`src/rtl/hbridge_supervisor.sv`:
```
`timescale 1ns/1ps
module hbridge_supervisor #(
  parameter int NUM_BRIDGES   = 2,
  parameter int SW_PER_BRIDGE = 4,
  parameter int OC_CYCLES     = 400,
  parameter int WAKE_CYCLES   = 100000
) (
  input  logic                                 clk,
  input  logic                                 reset_req_n,
  input  logic                                 sleep_req_n,
  input  logic                                 uv_det,
  input  logic                                 ot_det,
  input  logic [NUM_BRIDGES*SW_PER_BRIDGE-1:0] ilim_flag,
  output logic [NUM_BRIDGES-1:0]               brg_off,
  output logic                                 logic_clr,
  output logic                                 core_en,
  output logic                                 fault_n,
  output logic                                 drv_ready
);
  localparam int OCW = $clog2(OC_CYCLES + 1);
  localparam int WKW = $clog2(WAKE_CYCLES + 1);

  logic                   hold;
  logic                   awake;
  logic [WKW-1:0]         wake_cnt;
  logic [NUM_BRIDGES-1:0] oc_lat;

  assign hold      = uv_det | ~reset_req_n;
  assign logic_clr = hold;
  assign core_en   = ~uv_det & sleep_req_n;
  assign drv_ready = awake & ~hold & sleep_req_n;
  assign fault_n   = hold | ~(|oc_lat | (ot_det & sleep_req_n));

  always_ff @(posedge clk) begin
    if (hold || !sleep_req_n) begin
      wake_cnt <= '0;
      awake    <= 1'b0;
    end else if (!awake) begin
      wake_cnt <= wake_cnt + 1'b1;
      if (wake_cnt == WKW'(WAKE_CYCLES - 1)) awake <= 1'b1;
    end
  end

  for (genvar b = 0; b < NUM_BRIDGES; b++) begin : g_bridge
    logic           any_ilim;
    logic [OCW-1:0] oc_cnt;

    assign any_ilim   = |ilim_flag[b*SW_PER_BRIDGE +: SW_PER_BRIDGE];
    assign brg_off[b] = ~drv_ready | oc_lat[b] | ot_det;

    always_ff @(posedge clk) begin
      if (hold) begin
        oc_cnt    <= '0;
        oc_lat[b] <= 1'b0;
      end else if (!drv_ready || !any_ilim) begin
        oc_cnt <= '0;
      end else if (oc_cnt == OCW'(OC_CYCLES - 1)) begin
        oc_lat[b] <= 1'b1;
      end else begin
        oc_cnt <= oc_cnt + 1'b1;
      end
    end
  end
endmodule

```
`config.mk`:
```
export PLATFORM = sky130hd
export DESIGN_NAME = hbridge_supervisor
export DESIGN_NICKNAME = d
export VERILOG_FILES = /design/src/rtl/hbridge_supervisor.sv
export SDC_FILE = /design/constraint.sdc
export NUM_CORES = 1
export LEC_CHECK = 0
export BUFFER_PORTS_ARGS = -buffer_cell sky130_fd_sc_hd__buf_2
export CAP_MARGIN = 10
export CORE_MARGIN = 2
export CORE_UTILIZATION = 30
export DETAILED_ROUTE_END_ITERATION = 10
export PLACE_DENSITY_LB_ADDON = 0.15
export SLEW_MARGIN = 25
export SYNTH_ARGS = -nofsm -noshare
export SYNTH_HDL_FRONTEND = slang
export SYNTH_SLANG_ARGS = --single-unit
```
`constraint.sdc`:
```
create_clock -name clk -period 2.28 [get_ports clk]
set_input_delay 0.228 -clock clk [delete_from_list [all_inputs] [get_ports clk]]
set_output_delay 0.228 -clock clk [all_outputs]
set_load 0.05 [all_outputs]
```
Word level (Yosys, flattened, before mapping)
Cells that the tools add are included. W data, S select, Z words.

Output and inout port bits: 6. Register bits: 38. Bits of input ports: 13. Word-level logic and storage cells: 46.

Eq/ne operators: 3. Muxes and demuxes: 2. Reduce and logical (&&, ||, !) cells: 14. Add/sub/neg operators: 3. Bitwise operators: 18.

Operator list (number): $add A9 B1 Y9 const B (2); $eq A9 B9 Y1 const B (2); $add A17 B1 Y17 const B (1); $eq A17 B17 Y1 const B (1); $reduce_or A4 Y1 (2); $not A1 Y1 (7); $or A1 B1 Y1 (7); $reduce_or A2 Y1 (3); $and A1 B1 Y1 (4); $logic_not A1 Y1 (4); $reduce_and A2 Y1 (2); $logic_or A1 B1 Y1 (3); $mux W1 (2).

Longest topological paths before layout
Depth after elaboration: 9. Depth in mapped cells: 5. Mapped depth without buffers: 5.

Worst setup path before layout
Ideal clock, no wire load.

Path kind: input to register. Start: in sleep_req_n. End: reg g_bridge[1].oc_cnt[3]. Buffers on the path: 0. Stages on the path: 5. Data required time: 2.193 ns. Arrival: 2.038 ns. Library setup time: 0.087 ns. Setup slack: 0.155 ns. Path through: nor2b_1 -> nand3_1 -> inv_1 -> nand2_1 -> a211oi_1.

Cells in the longest elaborated chain, start to end: 4.

Ends and longest elaborated chain: from (decl) (line 10) `input logic sleep_req_n,`; $and A1 B1 Y1 (line 31) `assign drv_ready = awake & ~hold & sleep_req_n;`; net drv_ready (line 18) `output logic drv_ready`; $logic_not A1 Y1 (line 55) `end else if (!drv_ready || !any_ilim) begin`; $logic_or A1 B1 Y1 (line 55); $reduce_or A2 Y1 (no line); to (signal assigned) (line 60) `oc_cnt <= oc_cnt + 1'b1;`; to (decl) (line 46) `logic [OCW-1:0] oc_cnt;`.

The timed path passes the listed nets, and every way through them passes these cells. A chain may end at the register's enable or synchronous reset.

Final worst setup path
Start: reg g_bridge[0].oc_cnt[0]. End: reg g_bridge[0].oc_cnt[1].

Cells in the longest elaborated chain, start to end: 1. Elaborated cells between the ends (all ways): 2. Classes of those cells: 1 x add/sub; 1 x eq/ne.

Ends and longest elaborated chain (line): from (decl) (46); from (signal assigned) (60); $add A9 B1 Y9 or $eq A9 B9 Y1 (tied branches) (60, 57).

Several ways; a longest one is shown, not always the timed one.

==> flow_summary.rst <==
.. list-table::
   :header-rows: 1

   * - Metric
     - Value
   * - Status
     - completed
   * - DR vias/cell
     - 4.73
   * - Transition time at the pin with the least slew margin
     - 0.597 ns
   * - Netlist area before placement
     - 1760 sq um
   * - Fraction of final layout cells sized beyond drive strength 1
     - 14.7%
   * - Maximum number of pins on one net before global-route repair
     - 13
   * - Remaining global-route overflow
     - 0
   * - Vias after detailed routing
     - 1439
   * - Leading post-synthesis cells by instance count
     - 39 x sky130_fd_sc_hd__nor2_1, 38 x sky130_fd_sc_hd__dfxtp_1, 15 x sky130_fd_sc_hd__xnor2_1
   * - I/O pin cnt
     - 19
   * - Total inserted antenna cells
     - 0
   * - Kind of launch point of the worst setup path
     - flip-flop
   * - CTS-repair resized insts
     - 0
   * - Highest ir drop seen on vdd
     - 0.000290 V
   * - Routed wire length per instance
     - 10.6 um
   * - Min-Delay Path Depth
     - 3
   * - TritonRoute pass-1 iters
     - 4
   * - Power per standard cell area
     - 577 nW/um^2
   * - Cell total after placement
     - 296
   * - Leakage power
     - 0.672 nW
   * - H-Tree Depth
     - 2
   * - Endpoint arrival time on the critical path
     - 1.93 ns
   * - Fin. max-slew vios
     - 0
   * - Die Span X
     - 80.5 um
   * - Global-route wire length before repair
     - 5610 um
   * - Total wirelength of the detailed-routed design
     - 3230 um
   * - Final routed DRC violation total
     - 0
   * - Net count of the mapped netlist
     - 223
   * - Sequential share of the synthesized area
     - 43.3%
   * - CTS Buf Count
     - 5
   * - Setup TNS
     - 0 ns
   * - Type of the tightest min-delay check
     - in2reg
   * - DRC violation total after the first TritonRoute iteration
     - 66
   * - Final clock skew
     - 0.00401 ns
   * - Global-route usage over all layers
     - 11.0%
   * - Cell taking the most area after synthesis
     - sky130_fd_sc_hd__dfxtp_1
   * - Net count reported at finish
     - 247
   * - Buffer type at the clock tree root
     - sky130_fd_sc_hd__clkbuf_8
   * - Number of distinct library cells after synthesis
     - 34
   * - Overall die area
     - 6480 sq um
   * - Most frequent cell after synthesis
     - sky130_fd_sc_hd__nor2_1
   * - Die outline height
     - 80.5 um
   * - IO Port Bufs
     - 18
   * - Number of nets still failing antenna checks after routing
     - 0
   * - Cells along the critical path
     - ha_1 -> nand3_1 -> nor3_1 -> mux2i_1 -> nor2_1
   * - Final RePlAce weighted congestion
     - 0.758
   * - Count of synthesis-stage warnings from yosys
     - 0
   * - Maximum buffer depth of the clock tree
     - 2
   * - Post-synthesis area per instance
     - 8.48 sq um
   * - Required @ worst endpoint
     - 2.45 ns
   * - Latest clock arrival within the worst-skew pair
     - 0.29 ns
   * - Sort of element at the end of the critical path
     - flip-flop
   * - Fin Hold WS
     - 0.286 ns
   * - Length in cells of the worst reg-to-reg path
     - 5
   * - Final setup viols
     - 0
   * - FFs w/ async S/R, synth
     - 0%
   * - Dpl hpwl
     - 2380 um
   * - Post-CTS Setup Bufs
     - 0
   * - Fmax
     - 569 MHz
   * - Share of the clock period used by the worst path
     - 77.1%
   * - Clock-pin slew on the worst setup and hold paths
     - 0.07 ns
   * - Number of synthesized register bits
     - 38
   * - Standard cell with the maximum stage delay on the critical path
     - sky130_fd_sc_hd__nor3_1
   * - Leading cell types by total area after synthesis
     - sky130_fd_sc_hd__dfxtp_1 43%, sky130_fd_sc_hd__nor2_1 8.3%, sky130_fd_sc_hd__xnor2_1 7.5%
   * - Area of the placeable core
     - 5570 sq um
   * - Filler-free cell count of the finished design
     - 304
   * - Fill cell instance count of the final layout
     - 583
   * - Final hold viol count
     - 0
   * - Number of hold buffers added after CTS
     - 0
   * - Critical Setup Path Class
     - reg2reg
   * - Antenna violations before repair
     - 0
   * - EDFF count, synth
     - 0
   * - Worst rel slew slack
     - 59.9%
   * - Clock tree from TritonCTS
     - built
   * - Placement row count
     - 27
   * - Critical path's largest stage delay
     - 0.55 ns
   * - Primary FF master, synth
     - sky130_fd_sc_hd__dfxtp_1
   * - Syn Inst Count
     - 207
   * - Vias in the first global route
     - 1318
   * - Number of max-cap violations
     - 0
   * - Area share of the largest cell type after synthesis
     - 43.3%
   * - Unrepaired setup endpoints after global routing
     - false
   * - Final worst path period need
     - 1.76 ns
   * - Clock net sink count
     - 38
   * - Area growth from synthesis to layout
     - 15.6%
   * - Initial core utilization
     - 31.5%
   * - Peak fanout along the critical path
     - 5
## layout make-up
type	instances	area, sq um	share of cell area, %
tap	72	90.1	4.44
clock inverter	1	5.00	0.247
sequential	38	761	37.5
multi-input combinational	157	948	46.7
timing repair buffer	20	105	5.18
clock buffer	7	86.3	4.25
inverter	9	33.8	1.66
## per-layer routing
metal  routed length (um)  global-route usage, %
met2                 1330                   16.8
met5                    0                      0
met3                  176                   3.82
met1                 1700                   14.1
met4                   24                   4.58
## power breakdown
group / switching (mW) / internal (mW) / total (mW)
Clock: 0.229 / 0.244 / 0.473
Sequential: 0.00125 / 0.664 / 0.665
Combinational: 0.0199 / 0.0131 / 0.0330
## sequential cells by signal (all words and copies together) (netlist names)
| name | cells |
|---|---|
| awake | 1 |
| g_bridge.oc_cnt | 18 |
| oc_lat | 2 |
| wake_cnt | 17 |
## final timing paths
kind	start	endpoint	slack [ns]
min	reset_req_n	oc_lat[0]	0.29
min reg2reg	wake_cnt[16]	wake_cnt[16]	0.47
max	g_bridge[0].oc_cnt[0]	g_bridge[0].oc_cnt[1]	0.52
max reg2reg	g_bridge[0].oc_cnt[0]	g_bridge[0].oc_cnt[1]	0.52
## cell usage in the layout (no fill, tap or decap)
cell type                   instances
sky130_fd_sc_hd__nor2_1            39
sky130_fd_sc_hd__dfxtp_1           38
sky130_fd_sc_hd__buf_2             18
sky130_fd_sc_hd__xnor2_1           15
sky130_fd_sc_hd__nand2_1           13
sky130_fd_sc_hd__nand3_1           12
sky130_fd_sc_hd__a21oi_1           11
sky130_fd_sc_hd__inv_1              9
sky130_fd_sc_hd__nor3_1             9
sky130_fd_sc_hd__nor4_1             8
sky130_fd_sc_hd__clkbuf_8           6
sky130_fd_sc_hd__or3_1              5
sky130_fd_sc_hd__xor2_1             5
sky130_fd_sc_hd__nand4_1            5
sky130_fd_sc_hd__or4_1              3
sky130_fd_sc_hd__mux2i_1            3
sky130_fd_sc_hd__o21ai_0            3
sky130_fd_sc_hd__nand3b_1           3
sky130_fd_sc_hd__ha_1               3
sky130_fd_sc_hd__a31o_2             2
sky130_fd_sc_hd__nor2b_1            2
sky130_fd_sc_hd__nand4b_1           2
sky130_fd_sc_hd__a31oi_1            2
sky130_fd_sc_hd__nand3_2            2
sky130_fd_sc_hd__buf_4              2
sky130_fd_sc_hd__nand2b_1           1
sky130_fd_sc_hd__a211oi_1           1
sky130_fd_sc_hd__nand4b_4           1
sky130_fd_sc_hd__or4_4              1
sky130_fd_sc_hd__nor3b_1            1
sky130_fd_sc_hd__a21o_1             1
sky130_fd_sc_hd__or3_2              1
sky130_fd_sc_hd__or2b_1             1
sky130_fd_sc_hd__o31ai_1            1
sky130_fd_sc_hd__nand4bb_1          1
sky130_fd_sc_hd__clkinv_2           1
sky130_fd_sc_hd__clkbuf_1           1
## critical path, delay by kind of cell, from the launching register on
| family | cells | cell delay (ns) |
|---|---|---|
| multiplexers | 1 | 0.25 |
| adder cells (fa/ha/maj) | 1 | 0.20 |
| flip-flops | 1 | 0.39 |
| AND/OR/NAND/NOR | 3 | 0.78 |
## cells by family (layout without fill, tap and decap cells)
group,count (synthesis),after routing,synth area share [%]
muxes,3,3,1.71
adders and majority gates,3,3,2.14
buffers and inverters,12,37,2.64
DFF,38,38,43.3
and+or+nand+nor,110,110,33.2
xor gates and xnor gates,20,20,9.98
AOI/OAI and AO/OA,21,21,6.99
## stage by stage
step                instance area, sq um  total power, mW  worst slack (ns)  util (%)
floorplan                           1760            0.698             0.155         -
global placement                    1940            0.715             0.560      34.8
detailed placement                  1940            0.714             0.535      34.8
CTS                                 2030             1.19             0.515      36.4
global route                        2030             1.22             0.412      36.4
finish                              2030             1.17             0.523      36.4
(Power assumes the default switching activity.)
